--- config.mk ---
export PLATFORM = sky130hd
export DESIGN_NAME = useq_ctrl
export DESIGN_NICKNAME = d
export VERILOG_FILES = /design/src/rtl/useq_pkg.sv /design/src/rtl/useq_upc.sv /design/src/rtl/useq_store.sv /design/src/rtl/useq_dispatch.sv /design/src/rtl/useq_ctrl.sv
export SDC_FILE = /design/constraint.sdc
export NUM_CORES = 1
export LEC_CHECK = 0
export ABC_CLOCK_PERIOD_IN_PS = 2100
export BUFFER_PORTS_ARGS = -buffer_cell sky130_fd_sc_hd__buf_2
export CORE_UTILIZATION = 30
export CTS_BUF_LIST = sky130_fd_sc_hd__clkbuf_4 sky130_fd_sc_hd__clkbuf_8
export CTS_CLUSTER_DIAMETER = 40
export DETAILED_ROUTE_END_ITERATION = 7
export SKIP_LAST_GASP = 1
export SLEW_MARGIN = 5
export SYNTH_ARGS = -nofsm -noshare
export SYNTH_HDL_FRONTEND = slang
export SYNTH_HIERARCHICAL = 1
export SYNTH_SLANG_ARGS = --single-unit
export TNS_END_PERCENT = 30
--- constraint.sdc ---
create_clock -name clk -period 2.1 [get_ports clk]
set_clock_uncertainty 0.2 [all_clocks]
set_input_delay 0.315 -clock clk [delete_from_list [all_inputs] [get_ports clk]]
set_output_delay 0.315 -clock clk [all_outputs]
set_load 0.01 [all_outputs]
--- src/rtl/useq_pkg.sv ---
package useq_pkg;
  localparam int OP_W = 6;
  localparam int UA_W = 4;
  localparam int CW_W = 16;
  localparam int SC_W = 2;
  localparam int UW_W = CW_W + SC_W;

  typedef enum logic [SC_W-1:0] {
    SEQ_FETCH = 2'b00,
    SEQ_TBL_A = 2'b01,
    SEQ_TBL_B = 2'b10,
    SEQ_STEP  = 2'b11
  } seq_code_e;

  localparam logic [OP_W-1:0] OPC_REGOP = 6'h00;
  localparam logic [OP_W-1:0] OPC_JUMP  = 6'h02;
  localparam logic [OP_W-1:0] OPC_BRNCH = 6'h04;
  localparam logic [OP_W-1:0] OPC_LOAD  = 6'h23;
  localparam logic [OP_W-1:0] OPC_STORE = 6'h2B;

  // one microinstruction: control vector then sequencing code
  function automatic logic [UW_W-1:0] ucode_word(input int a);
    case (a)
      0:       return {16'h9408, SEQ_STEP};
      1:       return {16'h0018, SEQ_TBL_A};
      2:       return {16'h0014, SEQ_TBL_B};
      3:       return {16'h3000, SEQ_STEP};
      4:       return {16'h0202, SEQ_FETCH};
      5:       return {16'h2800, SEQ_FETCH};
      6:       return {16'h0044, SEQ_STEP};
      7:       return {16'h0003, SEQ_FETCH};
      8:       return {16'h40A4, SEQ_FETCH};
      9:       return {16'h8100, SEQ_FETCH};
      default: return '0;
    endcase
  endfunction

  function automatic logic [UA_W-1:0] tbl_a_lookup(input logic [OP_W-1:0] op);
    case (op)
      OPC_REGOP:           return 4'd6;
      OPC_JUMP:            return 4'd9;
      OPC_BRNCH:           return 4'd8;
      OPC_LOAD, OPC_STORE: return 4'd2;
      default:             return 4'd0;
    endcase
  endfunction

  function automatic logic [UA_W-1:0] tbl_b_lookup(input logic [OP_W-1:0] op);
    case (op)
      OPC_LOAD:  return 4'd3;
      OPC_STORE: return 4'd5;
      default:   return 4'd0;
    endcase
  endfunction

  function automatic logic [UA_W-1:0] step_addr(input logic [UA_W-1:0] a);
    return a + 1'b1;
  endfunction
endpackage

--- src/rtl/useq_upc.sv ---
module useq_upc #(
  parameter int W = 4
) (
  input  logic         clk,
  input  logic         rst,
  input  logic [W-1:0] nxt,
  output logic [W-1:0] cur,
  output logic [W-1:0] inc
);
  always_ff @(posedge clk) begin
    if (rst) cur <= '0;
    else     cur <= nxt;
  end

  assign inc = cur + {{(W-1){1'b0}}, 1'b1};
endmodule

--- src/rtl/useq_store.sv ---
module useq_store
  import useq_pkg::*;
#(
  parameter int AW = UA_W,
  parameter int DW = UW_W
) (
  input  logic [AW-1:0] addr,
  output logic [DW-1:0] word
);
  localparam int DEPTH = 1 << AW;

  logic [DW-1:0] mem [DEPTH];

  for (genvar i = 0; i < DEPTH; i++) begin : g_row
    assign mem[i] = DW'(ucode_word(i));
  end

  assign word = mem[addr];
endmodule

--- src/rtl/useq_dispatch.sv ---
module useq_dispatch
  import useq_pkg::*;
#(
  parameter int STAGE = 1,
  parameter int OW    = OP_W,
  parameter int AW    = UA_W
) (
  input  logic [OW-1:0] op,
  output logic [AW-1:0] tgt
);
  if (STAGE == 1) begin : g_first
    assign tgt = AW'(tbl_a_lookup(OP_W'(op)));
  end else begin : g_second
    assign tgt = AW'(tbl_b_lookup(OP_W'(op)));
  end
endmodule

--- src/rtl/useq_ctrl.sv ---
module useq_ctrl
  import useq_pkg::*;
#(
  parameter int OPW = OP_W,
  parameter int AW  = UA_W,
  parameter int CW  = CW_W
) (
  input  logic           clk,
  input  logic           rst,
  input  logic [OPW-1:0] opcode,
  output logic [AW-1:0]  uaddr,
  output logic [CW-1:0]  ctrl
);
  localparam int WW = CW + SC_W;

  logic [WW-1:0]   uword;
  logic [SC_W-1:0] sel_code;
  logic [AW-1:0]   inc_addr;
  logic [AW-1:0]   tbl_a_addr;
  logic [AW-1:0]   tbl_b_addr;
  logic [AW-1:0]   next_addr;

  useq_upc #(.W(AW)) u_upc (
    .clk(clk), .rst(rst), .nxt(next_addr), .cur(uaddr), .inc(inc_addr)
  );

  useq_store #(.AW(AW), .DW(WW)) u_store (
    .addr(uaddr), .word(uword)
  );

  useq_dispatch #(.STAGE(1), .OW(OPW), .AW(AW)) u_tbl_a (
    .op(opcode), .tgt(tbl_a_addr)
  );

  useq_dispatch #(.STAGE(2), .OW(OPW), .AW(AW)) u_tbl_b (
    .op(opcode), .tgt(tbl_b_addr)
  );

  assign ctrl     = uword[WW-1:SC_W];
  assign sel_code = uword[SC_W-1:0];

  always_comb begin
    case (sel_code)
      SEQ_STEP:  next_addr = inc_addr;
      SEQ_TBL_A: next_addr = tbl_a_addr;
      SEQ_TBL_B: next_addr = tbl_b_addr;
      default:   next_addr = '0;
    endcase
  end
endmodule

==> results.yml, run 1 <==
worst_hold_path:
  worstHoldStart: "rst"
  hp-class: "in -> reg"
pwr:
  p_total_mw: 1.09
  power.internal_mw: 0.603
  clock_power_share: 0.084
  power.net_switching_mw: 0.486
  peakVddDrop_mv: 0.853
  pwr_density_cell_nw_per_um2: 1320
  p_seq_frac: 0.137
  swShare: 0.446
  p_leak_nw: 0.418
  comb_power_share: 0.779
final_layout:
  synthToLayoutAreaGrowth_pct: 30.2
  fin_nets: 119
  largest_reg_flops: 4
  final_core_util: 0.417
  fillers: 206
  final_cell_count_no_fill: 129
  reg_top3: "u_upc/cur: 4 flops"
  diodes: 0
  final_area_um2: 826
  regMostFlops: "u_upc/cur"
  drive_gt1_frac: 0.490
synth:
  synth_most_common_cell: "ha_1"
  ys_ff_latch: 4
  netlist.area_leader.share: 0.138
  synth.area.top_cells: "ha_1, dfxtp_1, a211oi_2"
  synth_fp_nets: 87
  synth_area_per_cell_um2: 8.81
  synth-edff-count: 0
  ys.flop_type: "dfxtp_1"
  ys_types: 35
  yosys-top-cells-count: "ha_1, nor3_1, nor2_1"
  synth_largest_area_cell: "ha_1"
  ys_seq_area_frac: 0.126
  ys_warn_count: 6
  syn_area_um2: 634
  postSynthCellCount: 72
  async_flop_share: 0
drt:
  routedWlPerCell_um: 10.3
  drtAntennaViolNets: 0
  vias: 604
  vias_per_cell: 4.68
  first_iter_violations: 8
  totalWireLength_mm: 1.32
  firstDrtPassIters: 4
  remaining_drc_errors: 0
clock_network:
  path_clk_slew_ns: 0.04
  clockBufferDepth: 2
  cts_tree: "yes"
  hold_buffers: 0
  cts_max_level: 1
  post_cts_resized: 0
  clk_latency_ns: 0.23
  cts_setup_buffers: 0
  cts_buffers: 3
  cts-root-buf: "clkbuf_4"
  cts.sink_count: 4
floorplan:
  start_util: 0.320
  die_h_um: 48.0
  core_area_um2: 1980
  fp.dieW_um: 48.0
  row_count: 16
  io_pins: 28
  die_area_um2: 2300
critical_path:
  worstPathRequired_ns: 2.02
  cpPeakStageDelay_ns: 0.39
  cp_max_fo: 5
  r2r-start: "u_upc/cur[1]"
  worst_ep_arrival_time_ns: 1.94
  crit_path_start: "u_upc/cur[1]"
  start_kind: "flop"
  path_class: "reg -> reg"
  crit_slowest_cell: "mux2_2"
  critPathCaptureType: "flop"
  path_cells: "inv_1, ha_1, a211oi_4, mux2_2, a22o_1, nor2b_1"
timing:
  fmax_ghz: 0.494
  hold_ws_ns: 0.0963
  rsz0062_at_grt: "false"
  drv_slew: 0
  max_slew.worst_pin.slew_ns: 0.581
  fin_crit_ns: 2.02
  fin_tns_setup_ns: 0
  setup_violations: 0
  post-route-worst-setup-slack_ns: 0.0777
  fin_crit_sh: 0.963
  hold_viol: 0
  max_slew_margin: 0.612
placement:
  gp_congestion: 0.774
  io_buffers: 27
  pre_cts_slack_ns: 0.0746
  place_area_um2: 803
  hpwl_mm: 1.08
  dp_cells: 126
job:
  max_cap_violations: 0
global_routing:
  grt_usage: 0.126
  grt_pass1_wl_mm: 1.97
  overflow: 0
  grt_pass1_vias: 460
  grt_max_degree: 17
  grt_antenna_before_repair: 0
run_status:
  status: "finished clean"
==> critical path, delay by kind of cell (launching register included) <==
family	cells	cell delay, ns
AOI/OAI and AO/OA	2	0.56
muxes	1	0.39
DFF	1	0.36
and+or+nand+nor	1	0.12
adders and majority gates	1	0.21
buffers and inverters	1	0.07
==> kinds of logic after synthesis <==
| kind of cell | count (synthesis) | synth area share |
|---|---|---|
| simple gates | 33 | 0.363 |
| compound gates | 9 | 0.132 |
| buf+inv | 10 | 0.101 |
| fa+ha+maj | 7 | 0.138 |
| other cells | 1 | 0.00591 |
| xor+xnor | 3 | 0.0414 |
| mux | 5 | 0.0927 |
| flops | 4 | 0.126 |
==> placed cells by master (no fill, tap or decap), drive strengths merged, types with 2 or more instances in the layout <==
cell / Yosys / final
buf: 5 / 32
ha: 7 / 7
nor3: 6 / 6
nor2b: 6 / 6
nor2: 5 / 5
inv: 5 / 5
a22o: 4 / 4
dfxtp: 4 / 4
mux2: 4 / 4
clkbuf: 0 / 3
a211oi: 3 / 3
and2: 2 / 2
nand2: 2 / 2
xnor2: 2 / 2
nor3b: 2 / 2
nand3: 2 / 2
==> cell type report <==
class,count,area [um^2],area share
clock buffer,3,22.5,0.0273
tap,27,33.8,0.0409
multi-input combinational,58,498,0.603
sequential,4,80.1,0.0970
timing repair buffer,32,173,0.209
inverter,5,18.8,0.0227
==> path summary, 6_finish.rpt <==
path / end / depth (start not counted) / slack, ns
max reg2reg: u_upc/cur[0] / 6 / 0.08
max: u_upc/cur[0] / 6 / 0.08
min reg2reg: u_upc/cur[0] / 5 / 0.73
min: u_upc/cur[3] / 2 / 0.1
==> power by group through the flow <==
stage                     Sequential (mW)  Combinational, mW  Clock, mW
final                               0.149              0.848     0.0919
after global routing                0.156              0.946     0.0980
after CTS                           0.150              0.843     0.0971
after detailed placement            0.151              0.841          0
after global placement              0.150              0.839          0
after floorplan                     0.165              0.566          0
==> metal layers <==
layer / vias up / wire, um / track usage
li1: 312 / - / -
met1: 269 / 618 / 0.149
met3: 0 / 61 / 0.0226
met2: 23 / 644 / 0.205
met4: 0 / 0 / 0.0833
met5: - / 0 / 0
Power figures use the tool's default switching activity.
==> run 2: changes to the inputs <==
--- a/config.mk
+++ b/config.mk
@@ -7,6 +7,7 @@
 export LEC_CHECK = 0
 export ABC_CLOCK_PERIOD_IN_PS = 2100
 export BUFFER_PORTS_ARGS = -buffer_cell sky130_fd_sc_hd__buf_2
+export CORE_MARGIN = 3
 export CORE_UTILIZATION = 30
 export CTS_BUF_LIST = sky130_fd_sc_hd__clkbuf_4 sky130_fd_sc_hd__clkbuf_8
 export CTS_CLUSTER_DIAMETER = 40
==> run 2 against run 1 <==
Via count decreased by 2.8%. Register-to-register slack about the same. Sequential share of layout area decreased by 0.058 points. Maximum frequency increased by 0.25%. Combinational power increased by 1%. Final cell count unchanged. Critical path type unchanged.
==> results.yml, run 2 (synthesis results as in run 1) <==
drt:
  totalWireLength_mm: 1.45
  first_iter_violations: 8
  vias: 587
  drtAntennaViolNets: 0
  vias_per_cell: 4.55
  firstDrtPassIters: 4
  wl_met3_um: 86
  routedWlPerCell_um: 11.2
  wl_met2_um: 657
  wl_met1_um: 703
  remaining_drc_errors: 0
  highest_layer: "met3"
final_layout:
  fin_nets: 119
  regMostFlops: "u_upc/cur"
  reg_top3: "u_upc/cur: 4 flops"
  final_area_um2: 831
  largest_reg_flops: 4
  diodes: 0
  final_cell_mix: "buf_2, ha_1, nor3_1, buf_4, nor2_1"
  drive_gt1_frac: 0.500
  synthToLayoutAreaGrowth_pct: 31.0
  fillers: 215
  final_common_cell: "buf_2"
worst_hold_path:
  whs_path_depth: 2
  hold_end: "u_upc/cur[1]"
  hp-class: "in -> reg"
  worstHoldStart: "rst"
critical_path:
  crit_slowest_cell: "a211oi_4"
  path_cells: "inv_1, ha_1, a211oi_4, mux2_2, a22o_1, nor2b_1"
  path_class: "reg -> reg"
  worstPathRequired_ns: 2.02
  cpPeakStageDelay_ns: 0.38
  reg2reg_to: "u_upc/cur[2]"
  r2r-start: "u_upc/cur[1]"
  ff2ff_path_depth: 6
  start_kind: "flop"
  critPathCaptureType: "flop"
  reg2reg_slack_ns: 0.08
  crit_path_start: "u_upc/cur[1]"
  cp_max_fo: 5
  worst_ep_arrival_time_ns: 1.94
clock_network:
  cts_tree: "yes"
  cts-root-buf: "clkbuf_4"
  cts_max_level: 1
  clk_latency_ns: 0.23
  cts_setup_buffers: 0
  cts_buffers: 3
  path_clk_slew_ns: 0.03
  clockBufferDepth: 2
  cts.sink_count: 4
run_status:
  status: "finished clean"
floorplan:
  row_count: 16
  io_pins: 28
  start_util: 0.320
  fp.dieW_um: 52.0
  die_area_um2: 2700
  die_h_um: 52.0
  core_area_um2: 1980
timing:
  max_slew_margin: 0.606
  max_slew.worst_pin.slew_ns: 0.590
  fin_crit_ns: 2.02
  fmax_ghz: 0.496
  hold_ws_ns: 0.105
  fin_crit_sh: 0.961
  rsz0062_at_grt: "true"
  setup_violations: 0
  hold_viol: 0
  drv_slew: 0
global_routing:
  grt_max_degree: 17
  overflow: 0
  grt_pass1_vias: 562
  grt_antenna_before_repair: 0
  grt_pass1_wl_mm: 2.38
  grt_usage: 0.119
pwr:
  power.net_switching_mw: 0.492
  power.internal_mw: 0.609
  peakVddDrop_mv: 0.534
  p_total_mw: 1.10
  clock_power_share: 0.083
  p_leak_nw: 0.422
  p_seq_frac: 0.138
  swShare: 0.447
  pwr_density_cell_nw_per_um2: 1330
  comb_power_share: 0.779
placement:
  gp_congestion: 0.836
  place_area_um2: 803
  io_buffers: 27
  hpwl_mm: 1.18
job:
  max_cap_violations: 0
run 2: routing by layer:
metal / vias up / GRT usage
met2: 21 / 0.190
met3: 0 / 0.0172
li1: 311 / -
met5: - / 0
met1: 255 / 0.145
met4: 0 / 0.0786
run 2: layout make-up:
cell class	instances	area (um^2)	area share
inverter	5	18.8	0.0226
clock buffer	3	22.5	0.0271
timing repair buffer	32	173	0.208
sequential	4	80.1	0.0964
tap	27	33.8	0.0407
multi-input combinational	58	503	0.605
run 2: worst max path at each step:
stage	end	slack (ns)	depth (start not counted)
6_report	u_upc/cur[2]	0.08	6
5_1_grt	u_upc/cur[0]	-0.005	6
4_1_cts	u_upc/cur[0]	0.05	7
3_5_place_dp	u_upc/cur[0]	0.06	7
3_3_place_gp	u_upc/cur[1]	0.11	7
2_1_floorplan	u_upc/cur[1]	0.001	6
run 2: worst max-delay path: cells and delay by family, from the launching register on:
kind	cells	cell delay (ns)
mux	1	0.38
simple gates	1	0.13
compound gates	2	0.56
buf+inv	1	0.08
fa+ha+maj	1	0.21
flops	1	0.36
run 2: repair_timing:
action,CTS,global route
endpoints found under the hold margin,0,0
hold buffers,0,0
resized for setup,0,1
setup endpoints to repair,0,5
run 2: metrics by stage:
step	TNS (ns)	std cells	utilization	worst slack, ns
4_1_cts	0	129	0.417	0.0535
3_3_place_gp	0	126	0.405	0.107
2_1_floorplan	0	72	-	0.00141
3_5_place_dp	0	126	0.405	0.0634
5_1_grt	-0.0105	129	0.419	-0.00500
6_report	0	129	0.419	0.0828
run 2: power groups by stage:
| stage | Clock [mW] | Sequential (mW) | Combinational, mW |
|---|---|---|---|
| 2_1_floorplan | 0 | 0.165 | 0.566 |
| 3_3_place_gp | 0 | 0.152 | 0.840 |
| 3_5_place_dp | 0 | 0.152 | 0.857 |
| 4_1_cts | 0.0971 | 0.152 | 0.861 |
| 5_1_grt | 0.101 | 0.163 | 0.946 |
| 6_report | 0.0913 | 0.152 | 0.857 |
==> run 3: changes to the inputs <==
--- a/config.mk
+++ b/config.mk
@@ -7,7 +7,7 @@
 export LEC_CHECK = 0
 export ABC_CLOCK_PERIOD_IN_PS = 2100
 export BUFFER_PORTS_ARGS = -buffer_cell sky130_fd_sc_hd__buf_2
-export CORE_MARGIN = 3
+export CORE_MARGIN = 1.5
 export CORE_UTILIZATION = 30
 export CTS_BUF_LIST = sky130_fd_sc_hd__clkbuf_4 sky130_fd_sc_hd__clkbuf_8
 export CTS_CLUSTER_DIAMETER = 40
==> run 3 against run 2 <==
Non-clock buffer count is 1 lower. Clock-buffer cell count stayed put. Sequential cell count stayed put. Critical path type unchanged. Clock power hardly changed. Final area is 1.1% lower. Largest cell class unchanged. Register-to-register slack better by 0.03 ns.
==> results.yml, run 3 (synthesis results as in run 1) <==
job:
  max_cap_violations: 0
drt:
  vias_per_cell: 4.70
  totalWireLength_mm: 1.33
  first_iter_violations: 8
  firstDrtPassIters: 4
  routedWlPerCell_um: 10.4
  remaining_drc_errors: 0
  vias: 601
  drtAntennaViolNets: 0
final_layout:
  final_common_cell: "buf_2"
  diodes: 0
  drive_gt1_frac: 0.505
  fillers: 212
  regMostFlops: "u_upc/cur"
  synthToLayoutAreaGrowth_pct: 29.6
  fin_nets: 118
  final_cell_mix: "buf_2, nor3_1, ha_1, nor2_1"
  multi_input_area_um2: 500
  regArea_um2: 81.3
  final_area_um2: 822
  largest_reg_flops: 4
  reg_top3: "u_upc/cur: 4 flops"
  final_core_util: 0.415
floorplan:
  die_h_um: 49.0
  io_pins: 28
  fp.dieW_um: 49.0
  die_area_um2: 2400
  start_util: 0.320
  row_count: 16
  core_area_um2: 1980
global_routing:
  grt_max_degree: 17
  grt_antenna_before_repair: 0
  grt_usage: 0.119
  grt_pass1_vias: 562
  grt_pass1_wl_mm: 2.36
  overflow: 0
timing:
  post-route-worst-setup-slack_ns: 0.109
  hold_viol: 0
  max_slew.worst_pin.slew_ns: 0.597
  hold_ws_ns: 0.0778
  max_slew_margin: 0.602
  fmax_ghz: 0.502
  fin_crit_sh: 0.948
  setup_violations: 0
  rsz0062_at_grt: "false"
  fin_crit_ns: 1.99
  fin_tns_setup_ns: 0
  drv_slew: 0
clock_network:
  path_clk_slew_ns: 0.04
  cts-root-buf: "clkbuf_4"
  clockBufferDepth: 2
  hold_buffers: 0
  cts_tree: "yes"
  cts.sink_count: 4
  cts_buffers: 3
  clk_latency_ns: 0.23
  cts_max_level: 1
pwr:
  p_leak_nw: 0.412
  peakVddDrop_mv: 0.573
  pwr_density_cell_nw_per_um2: 1320
placement:
  io_buffers: 27
  place_area_um2: 796
  gp_congestion: 0.794
  hpwl_mm: 1.13
  pre_cts_slack_ns: 0.0218
worst_hold_path:
  hp-class: "in -> reg"
  hold_end: "u_upc/cur[1]"
  worstHoldStart: "rst"
  whs_path_depth: 2
critical_path:
  cp_max_fo: 5
  reg2reg_slack_ns: 0.11
  worst_ep_arrival_time_ns: 1.91
  start_kind: "flop"
  reg2reg_to: "u_upc/cur[0]"
  worstPathRequired_ns: 2.02
  ff2ff_path_depth: 6
  r2r-start: "u_upc/cur[1]"
  critPathCaptureType: "flop"
  path_class: "reg -> reg"
run_status:
  status: "finished clean"
-- run 3: cell count changes in the layout (fill, tap and decap cells not counted) --
cell / change
nor3b_2: -1
dfxtp_2: +1
dfxtp_1: -1
buf_4: -1
nor3b_1: +1
ha_1: -1
ha_2: +1
-- run 3: final cells by class --
class / instances / area share
timing repair buffer: 31 / 0.201
tap: 27 / 0.0411
inverter: 5 / 0.0228
multi-input combinational: 58 / 0.609
sequential: 4 / 0.0989
clock buffer: 3 / 0.0274
-- run 3: how the worst max path moves through the flow --
stage                       startpoint            to  slack (ns)  depth (start not counted)
after floorplan           u_upc/cur[1]  u_upc/cur[1]       0.001                          6
after global placement    u_upc/cur[0]  u_upc/cur[0]        0.09                          7
after detailed placement  u_upc/cur[0]  u_upc/cur[0]        0.02                          7
after CTS                 u_upc/cur[0]  u_upc/cur[0]        0.02                          7
after global routing      u_upc/cur[1]  u_upc/cur[0]        0.02                          6
final                     u_upc/cur[1]  u_upc/cur[0]        0.11                          6
-- run 3: worst max-delay path, cell delays in order, from the launching register on --
cell	delay (ns)
dfxtp_2	0.34
inv_1	0.08
ha_1	0.21
a211oi_4	0.36
mux2_2	0.38
a22o_1	0.18
nor2b_1	0.13
-- run 3: where the power goes --
group	internal, mW	leakage (nW)	switching (mW)
Sequential	0.106	0.0331	0.0514
Clock	0.0637	0.0138	0.0279
Combinational	0.430	0.366	0.409
-- run 3: timing repair --
| action | 4_1_cts | 5_1_grt |
|---|---|---|
| hold endpoints to repair | 0 | 0 |
| gates resized for setup | 0 | 2 |
| buffers inserted | 0 | 0 |
| endpoints found under the setup margin | 0 | 4 |
-- run 3: metal layers --
| layer | GRT usage | wire length, um | share of wire |
|---|---|---|---|
| met1 | 0.151 | 619 | 0.47 |
| met2 | 0.215 | 649 | 0.49 |
| met3 | 0.00307 | 61 | 0.046 |
| met4 | 0.0429 | 0 | 0 |
| met5 | 0 | 0 | 0 |
-- run 3: stage by stage --
| step | std cells | total power [mW] |
|---|---|---|
| final | 128 | 1.09 |
| after global routing | 128 | 1.19 |
| after CTS | 128 | 1.09 |
| after detailed placement | 125 | 0.996 |
| after global placement | 125 | 0.983 |
| after floorplan | 72 | 0.731 |
